### src/rtl/int_divider.sv
module int_divider #(
  parameter int W = 64
) (
  input  logic         clk,
  input  logic         rst_n,
  input  logic         in_valid,
  output logic         in_ready,
  input  logic [3:0]   in_op,
  input  logic [W-1:0] in_a,
  input  logic [W-1:0] in_b,
  output logic         out_valid,
  input  logic         out_ready,
  output logic [W-1:0] out_data,
  output logic         out_div_zero,
  output logic         out_overflow,
  output logic         out_illegal
);
  localparam int H  = W / 2;
  localparam int DW = 2 * W;
  localparam int CW = $clog2(DW) + 1;

  typedef enum logic [1:0] {S_IDLE, S_RUN, S_FIX, S_DONE} st_t;
  st_t st;

  function automatic logic [W-1:0] half_ext(input logic [W-1:0] x, input logic s);
    return {{H{s & x[H-1]}}, x[H-1:0]};
  endfunction

  // request decode
  logic         legal, i32, ihigh, isgn, irem, a_neg, b_neg, b_zero, accept;
  logic [3:0]   sub;
  logic [W-1:0] a_ext, b_ext, mag_a, mag_b;
  logic [CW-1:0] iters;
  logic [DW-1:0] numer, num_load;

  assign accept = in_valid && in_ready;
  assign legal  = in_op < 4'd12;
  assign i32    = in_op >= 4'd6;
  assign sub    = i32 ? in_op - 4'd6 : in_op;
  assign ihigh  = sub < 4'd2;
  assign isgn   = (sub == 4'd0) || (sub == 4'd2) || (sub == 4'd4);
  assign irem   = sub >= 4'd4;
  assign a_ext  = i32 ? half_ext(in_a, isgn) : in_a;
  assign b_ext  = i32 ? half_ext(in_b, isgn) : in_b;
  assign a_neg  = isgn & a_ext[W-1];
  assign b_neg  = isgn & b_ext[W-1];
  assign mag_a  = a_neg ? -a_ext : a_ext;
  assign mag_b  = b_neg ? -b_ext : b_ext;
  assign b_zero = (b_ext == '0);
  assign iters  = (ihigh && !i32) ? CW'(DW) : ((ihigh || !i32) ? CW'(W) : CW'(H));
  assign numer  = ihigh ? ({{W{1'b0}}, mag_a} << (i32 ? H : W)) : {{W{1'b0}}, mag_a};
  assign num_load = numer << (CW'(DW) - iters);

  // loop state
  logic [CW-1:0] cnt;
  logic [DW-1:0] num_q, q_q;
  logic [W-1:0]  rem_q, d_q, res_q;
  logic          high_q, is32_q, remop_q, sgn_q, nq_q, nr_q, dz_q, ovf_q, ill_q;

  // one restoring step
  logic [W:0]   trial, diff;
  logic         ge;
  assign trial = {rem_q, num_q[DW-1]};
  assign diff  = trial - {1'b0, d_q};
  assign ge    = trial >= {1'b0, d_q};

  // sign fix-up and range check
  logic [DW-1:0] lim, qs;
  logic [W-1:0]  rs, pick;
  logic          fit;
  assign lim  = is32_q ? (DW'(1) << (H - 1)) : (DW'(1) << (W - 1));
  assign fit  = sgn_q ? (nq_q ? (q_q <= lim) : (q_q < lim)) : (q_q < (lim << 1));
  assign qs   = nq_q ? -q_q : q_q;
  assign rs   = nr_q ? -rem_q : rem_q;
  assign pick = remop_q ? rs : ((!fit && high_q) ? '0 : qs[W-1:0]);

  always_ff @(posedge clk) begin
    if (!rst_n) begin
      st <= S_IDLE;
      cnt <= '0;
      num_q <= '0;
      q_q <= '0;
      rem_q <= '0;
      d_q <= '0;
      res_q <= '0;
      high_q <= 1'b0;
      is32_q <= 1'b0;
      remop_q <= 1'b0;
      sgn_q <= 1'b0;
      nq_q <= 1'b0;
      nr_q <= 1'b0;
      dz_q <= 1'b0;
      ovf_q <= 1'b0;
      ill_q <= 1'b0;
    end else begin
      case (st)
        S_IDLE: if (accept) begin
          dz_q  <= legal && b_zero;
          ovf_q <= 1'b0;
          ill_q <= !legal;
          if (!legal) begin
            res_q <= '0;
            st    <= S_DONE;
          end else if (b_zero) begin
            res_q <= irem ? (i32 ? half_ext(in_a, 1'b1) : in_a) : '1;
            st    <= S_DONE;
          end else begin
            high_q  <= ihigh;
            is32_q  <= i32;
            remop_q <= irem;
            sgn_q   <= isgn;
            nq_q    <= a_neg ^ b_neg;
            nr_q    <= a_neg;
            d_q     <= mag_b;
            num_q   <= num_load;
            rem_q   <= '0;
            q_q     <= '0;
            cnt     <= iters;
            st      <= S_RUN;
          end
        end
        S_RUN: begin
          rem_q <= ge ? diff[W-1:0] : trial[W-1:0];
          q_q   <= {q_q[DW-2:0], ge};
          num_q <= num_q << 1;
          cnt   <= cnt - 1'b1;
          if (cnt == CW'(1)) st <= S_FIX;
        end
        S_FIX: begin
          res_q <= is32_q ? half_ext(pick, 1'b1) : pick;
          ovf_q <= !remop_q && !fit;
          st    <= S_DONE;
        end
        S_DONE: if (out_ready) st <= S_IDLE;
        default: st <= S_IDLE;
      endcase
    end
  end

  assign in_ready     = (st == S_IDLE);
  assign out_valid    = (st == S_DONE);
  assign out_data     = res_q;
  assign out_div_zero = dz_q;
  assign out_overflow = ovf_q;
  assign out_illegal  = ill_q;
endmodule


### config.mk
export PLATFORM = sky130hd
export DESIGN_NAME = int_divider
export DESIGN_NICKNAME = d
export VERILOG_FILES = /design/src/rtl/int_divider.sv
export SDC_FILE = /design/constraint.sdc
export NUM_CORES = 2
export LEC_CHECK = 0
export BUFFER_PORTS_ARGS = -buffer_cell sky130_fd_sc_hd__clkbuf_2
export CELL_PAD_IN_SITES_DETAIL_PLACEMENT = 0
export CELL_PAD_IN_SITES_GLOBAL_PLACEMENT = 1
export CORE_UTILIZATION = 50
export CTS_BUF_LIST = sky130_fd_sc_hd__clkbuf_4
export CTS_CLUSTER_DIAMETER = 80
export DETAILED_ROUTE_END_ITERATION = 10
export GPL_TIMING_DRIVEN = 0
export PLACE_DENSITY = 0.9
export SKIP_LAST_GASP = 1
export SLEW_MARGIN = 20
export SYNTH_ARGS = -nofsm -noshare
export SYNTH_HDL_FRONTEND = slang
export SYNTH_SLANG_ARGS = --single-unit
### constraint.sdc
create_clock -name clk -period 12.09 [get_ports clk]
set_input_delay 2.418 -clock clk [delete_from_list [all_inputs] [get_ports clk]]
set_output_delay 2.418 -clock clk [all_outputs]
set_load 0.01 [all_outputs]
### Yosys cells after proc, flatten, opt, wreduce, memory -nomap -nowiden

Cells that the tools add are included.

| cells by class | value |
|---|---|
| multipliers | 0 |
| add/sub/neg operators | 8 |
| muxes and demuxes | 48 |
| shift-type cells | 2 |
| $lt $le $gt $ge | 8 |
| div/mod/pow operators | 0 |
| reduce and logical (&&, ||, !) cells | 23 |
| bitwise gates (word level) | 6 |
| equality and inequality tests | 12 |

Operators with widths:

| cell | count |
|---|---|
| two-way mux 64 bit | 19 |
| two-way mux 128 bit | 7 |
| one-hot mux 128 bit (2 select lines) | 2 |
| negator 64 bit | 4 |
| one-hot mux 64 bit (2 select lines) | 2 |
| less-or-equal comparator 128 x 64 -> 1 bit | 1 |
| < comparator 128 x 64 -> 1 bit | 1 |
| < comparator 128 x 65 -> 1 bit | 1 |
| left shift 128 x 8 -> 128 bit | 1 |
| left shift 64 x 7 -> 128 bit | 1 |
| greater-or-equal comparator 65 x 64 -> 1 bit | 1 |
| logical NOT 64 bit | 1 |
| subtractor 64 bit | 1 |
| two-way mux 8 bit | 4 |
| one-hot mux 8 bit (2 select lines) | 1 |
| two-way mux 7 bit | 2 |
| two-way mux 2 bit | 5 |
| == test 8 x 1 -> 1 bit (second input constant) | 1 |
| greater-or-equal comparator 4 x 3 -> 1 bit (second input constant) | 2 |
| one-hot mux 2 bit (4 select lines) | 1 |
| AND reduction 4 bit | 2 |
| subtractor 8 x 1 -> 8 bit (second input constant) | 1 |
| subtractor 8 bit (first input constant) | 1 |
| != test 2 x 1 -> 1 bit (second input constant) | 3 |
| 23 further kinds | 42 |

| word-level totals | value |
|---|---|
| output and inout bits | 69 |
| RAM bits | 0 |
| ROM bits | 0 |
| word-level logic and storage cells | 123 |
| register bits after elaboration | 467 |
| bits in latches | 0 |
| memories | 0 |
| input port bits | 136 |

### Longest topological paths before layout

| logic depth | value |
|---|---|
| depth in word-level cells | 16 |
| depth in mapped cells | 18 |
| gate-level depth less buffers | 14 |

### Worst setup path before layout

No wires, ideal clock.

| timing path | value |
|---|---|
| path type | input to register |
| from | input in_op[1] |
| to | register num_q[77] |
| data arrival time | 6228 ps |
| path buffers | 9 |
| data required time | 11973 ps |
| library setup time | 117 ps |
| setup slack | 5744 ps |
| cell stages on the path | 15 |
| cells stage by stage | ha_1 > nor2b_1 > clkbuf_1 > nor3_2 > clkbuf_1 > clkbuf_1 > buf_1 > clkbuf_1 > clkbuf_1 > ha_1 > clkbuf_1 > clkbuf_1 > clkbuf_1 > o2111ai_1 > a32o_1 |

| on the way | value |
|---|---|
| word-level cells in the longest chain between the ends | 16 |
| elaborated cells on any way between the ends | 35 |
| those cells by class | 3 x add/sub; 3 x order compare; 4 x eq/ne; 2 x shift; 12 x mux; 3 x bitwise; 8 x reduce/logical |

RTL lines:

| element | line | text |
|---|---|---|
| start: declaration | 8 | `input logic [3:0] in_op,` |
| subtractor 4 x 3 -> 4 bit or greater-or-equal comparator 4 x 3 -> 1 bit (tied branches) | 39, 38 |  |
| two-way mux 4 bit | 39 | `assign sub = i32 ? in_op - 4'd6 : in_op;` |
| == test 4 x 2 -> 1 bit or logical NOT 4 bit (tied branches) | 41 | `assign isgn = (sub == 4'd0) \|\| (sub == 4'd2) \|\| (sub == 4'd4);` |
| logical OR 1 bit (2 in a row) | 41 |  |
| AND 1 bit | 26 | `return {{H{s & x[H-1]}}, x[H-1:0]};` |
| two-way mux 64 bit | 43 | `assign a_ext = i32 ? half_ext(in_a, isgn) : in_a;` |
| negator 64 bit or AND 1 bit (tied branches) | 47, 45 |  |
| two-way mux 64 bit | 47 | `assign mag_a = a_neg ? -a_ext : a_ext;` |
| left shift 64 x 7 -> 128 bit | 51 | `assign numer = ihigh ? ({{W{1'b0}}, mag_a} << (i32 ? H : W)) : {{W{1'b0}}, mag_a};` |
| two-way mux 128 bit | 51 |  |
| left shift 128 x 8 -> 128 bit | 52 | `assign num_load = numer << (CW'(DW) - iters);` |
| two-way mux 128 bit | 104 | `end else if (b_zero) begin` |
| two-way mux 128 bit | 101 | `if (!legal) begin` |
| two-way mux 128 bit | 97 | `S_IDLE: if (accept) begin` |
| one-hot mux 128 bit (2 select lines) | 96 | `case (st)` |
| end signal: assignment | 115 | `num_q <= num_load;` |
| end signal: assignment | 125 | `num_q <= num_q << 1;` |
| end: declaration | 56 | `logic [DW-1:0] num_q, q_q;` |

Several ways; a longest one is shown, not always the timed one. The select of a mux whose other input is x is not followed.
A chain may end at the register's enable or synchronous reset.

### Final worst setup path

| timing path | value |
|---|---|
| from | input in_op[1] |
| to | register num_q[78] |

The elaborated chain is that of the path after synthesis.

==> qor.csv <==
stage,metric,value,unit
place,routabilityCongestion,1.102,
sta,rsz_0062_raised_after_global_routing,false,
clock_network,cts_made_buffers,132,
clock_network,clk_pin_slew,0.07,ns
sta,achievable-frequency,103.5,MHz
final_layout,nNetsFinal,4879,
clock_network,clkSinkCount,467,
clock_network,cts_setup_buffers,0,
synth,synth-xor-area-share,0.08116,
synth,synth.ff_latch_count,467,
place,dp.cells,5365,
critical_path,worstPathRequired,12.95,ns
place,io_buffer_count,200,
place,post-dp-hpwl,116500,um
floorplan,design.portCount,205,
synth,synth_simple_gate_area_frac,0.2117,
clock_network,cts_tree,done,
critical_path,crit_top_cell,clkbuf_1,
synth,avgSynthCellArea,7.256,um^2
synth,netlist_area,31400,um^2
global_routing,grt_max_degree,17,
hold_path,min-delay-path-class,flop to flop,
final_layout,final_cell_count_no_fill,5597,
floorplan,placeableCoreArea,61830,um^2
critical_path,cp.arrival,10.52,ns
clock_network,cts_hold_buffers,0,
synth,ffs_w_async_s_r_synth,0,
clock_network,ctsResizeCount,0,
routing,wl_per_cell,27.21,um
floorplan,rows,91,
routing,avgViaCountPerCell,6.651,
sta,maxSlewHeadroom,0.09966,
clock_network,cts-htree-levels,4,
final_layout,total_non_filler_cell_area_in_the_finished_layout,35150,um^2
run,timing.max_cap.violations,0,
power_and_ir_drop,cellLeakagePower,13.51,nW
synth,synth_top_family_by_area,compound AO/OA/AOI/OAI gates,
sta,final_min_period,9.662,ns
clock_network,clockBufferDepth,3,
final_layout,area_added_between_synthesis_and_finish,11.93,%
critical_path,critical_path.cell_chain,"clkbuf_2, ha_1, nor2b_1, clkbuf_1, nor3_2, clkbuf_1, clkbuf_1, buf_1, clkbuf_1, clkbuf_1, ha_1, clkbuf_1, clkbuf_1, clkbuf_1, a311oi_1, a21oi_1, a21oi_1",
synth,synth_adder_area_share,0.03251,
routing,drt-total-wl,152300,um
sta,worst_slew_pin_slew,1.351,ns
power_and_ir_drop,pwr_density_cell,173.7,nW/um^2
routing,vias,37230,
floorplan,dieWidth,252.6,um
critical_path,setup.worst_path.end_class,flop,
sta,setup_viol_count_final,0,
floorplan,die-height,252.6,um
critical_path,worst-path-max-fanout,11,
place,place_area,33480,um^2
global_routing,grt_use_total,0.4629,
synth,synth_fp_nets,4545,
sta,skew,0.09336,ns
routing,drt-initial-drc-count,5128,
floorplan,floorplan.initialDensity,0.5079,
routing,drt_drc_violations_left,0,
floorplan,floorplan.die_area,63810,um^2
global_routing,gr-total-overflow,0,
critical_path,critPathLaunchType,input pin,
synth,yosysWarningCount,0,
routing,first_pass_iters,9,
global_routing,number_of_antenna_violations_at_the_first_check_in_global_routing,5,
critical_path,critical_path.max_stage_delay,0.89,ns
global_routing,grt_pass1_wl,218000,um
synth,share_of_the_synthesized_area_in_compound_gates_ao_oa_aoi_oai,0.3026,
critical_path,critPathKind,input pin to flop,
critical_path,worst_path_max_delay_cell,clkbuf_1,
synth,synth.area.mux_share,0.01944,
synth,synth.yosys.seq_area_share,0.2977,
sta,count_of_endpoints_failing_hold_in_the_final_timing_report,0,
synth,postSynthCellCount,4328,
sta,final.setup.tns,0,ns
final_layout,fraction_of_final_layout_cells_with_drive_strength_greater_than_1,0.1018,
sta,fraction_of_the_cycle_the_final_worst_path_needs,0.7992,
synth,synth_edf_count,0,
power_and_ir_drop,power.ir.vdd_worst,0.09785,mV
global_routing,number_of_global_route_vias_before_repair,33800,
synth,cell_variety_after_synth,89,
routing,ant_nets,0,
sta,slew_violations,0,
synth,postSynth.topFlopCell,dfxtp_1,
clock_network,worstSkewPairLatency,1.06,ns
clock_network,cts_root_buffer,clkbuf_4,
outcome,run_status,"complete, no violations",
[area by class of cell]
cell class	count	area [um^2]
Inverter	114	427.9
Clock buffer	181	1359
Clock inverter	44	280.3
Buffer	338	1301
Sequential cell	467	9349
Fill cell	6244	26680
Multi-Input combinational cell	3409	20370
Timing Repair Buffer	200	1001
Tap cell	837	1047
Antenna cell	7	17.52
[final timing paths]
check             start          to  slack (ns)  cells past startpoint
max reg2reg    rem_q[0]   rem_q[58]        5.95                     13
max            in_op[1]   num_q[78]        2.43                     17
min          num_q[113]  num_q[113]        0.44                      2
min reg2reg  num_q[113]  num_q[113]        0.44                      2
[cell families after synthesis]
| kind of cell | count (synthesis) |
|---|---|
| and+or+nand+nor | 1422 |
| buffers and inverters | 452 |
| adders and majority gates | 81 |
| muxes | 61 |
| xor gates and xnor gates | 291 |
| AOI/OAI and AO/OA | 1554 |
| DFF | 467 |
[through the flow]
stage	hold WS, ns	util	setup slack (ns)	power [mW]
floorplan	0.4160	-	5.744	3.433
global placement	0.4281	0.5411	2.003	4.468
detailed placement	0.4346	0.5416	2.023	4.470
CTS	0.4451	0.5681	3.005	5.949
global route	0.4623	0.5685	2.681	6.334
finish	0.4409	0.5685	2.428	6.105
[layer usage]
| metal | GRT usage | wire (um) | part of all wire | vias up |
|---|---|---|---|---|
| met4 | 0.3190 | 11980 | 0.079 | 8 |
| li1 | - | - | - | 16580 |
| met3 | 0.1670 | 19900 | 0.13 | 672 |
| met5 | 0 | 53 | 0.00035 | - |
| met1 | 0.5588 | 57300 | 0.38 | 17450 |
| met2 | 0.6827 | 63060 | 0.41 | 2511 |
[where the power goes]
part / switching [mW] / internal [mW] / total [mW] / leakage (nW)
logic: 2.01 / 0.698 / 2.71 / 8.76
clock network: 0.785 / 0.712 / 1.50 / 0.960
registers: 0.153 / 1.74 / 1.90 / 3.79
total: 2.95 / 3.15 / 6.10 / 13.5
[worst max-delay path, delay by kind of cell]
kind / cells / cell delay (ns)
compound gates: 3 / 0.70
simple gates: 2 / 1.02
fa+ha+maj: 2 / 0.70
buf+inv: 10 / 5.62
[state kept, by name, indices dropped and copies added (netlist names)]
name and count:
sgn_q 1, high_q 1, q_q 128, remop_q 1, nr_q 1, out_data 64, nq_q 1, num_q 128
cnt 8, rem_q 64, st 2, out_overflow 1, out_div_zero 1, out_illegal 1, d_q 64, is32_q 1
[synth_stat cells (43+ instances only)]
library cell,instances,area share
a21oi_1,573,0.091
nand2_1,513,0.061
dfxtp_1,467,0.30
o21ai_0,407,0.065
clkbuf_1,294,0.035
nor2_1,281,0.034
nand3_1,229,0.036
xnor2_1,180,0.050
xor2_1,111,0.031
inv_1,109,0.013
nor3_1,102,0.016
ha_1,80,0.032
o31ai_1,78,0.019
a211oi_1,63,0.015
mux2i_1,61,0.019
nor4_1,57,0.011
or3_1,45,0.0090
o22ai_1,43,0.0086
[layout by cell type (no fill, tap or decap), types with 43 or more instances in the layout]
master	instances
xnor2_1	180
o22ai_1	43
mux2i_1	61
nor2_1	281
dfxtp_1	467
o21ai_0	407
nor3_1	101
clkbuf_1	291
a211oi_1	62
nand2_1	513
clkbuf_4	181
nor4_1	54
inv_1	109
xor2_1	111
or3_1	45
nand3_1	229
clkbuf_2	203
ha_1	80
a21oi_1	572
o31ai_1	78
Note: power is estimated with default switching activity, not from simulation.
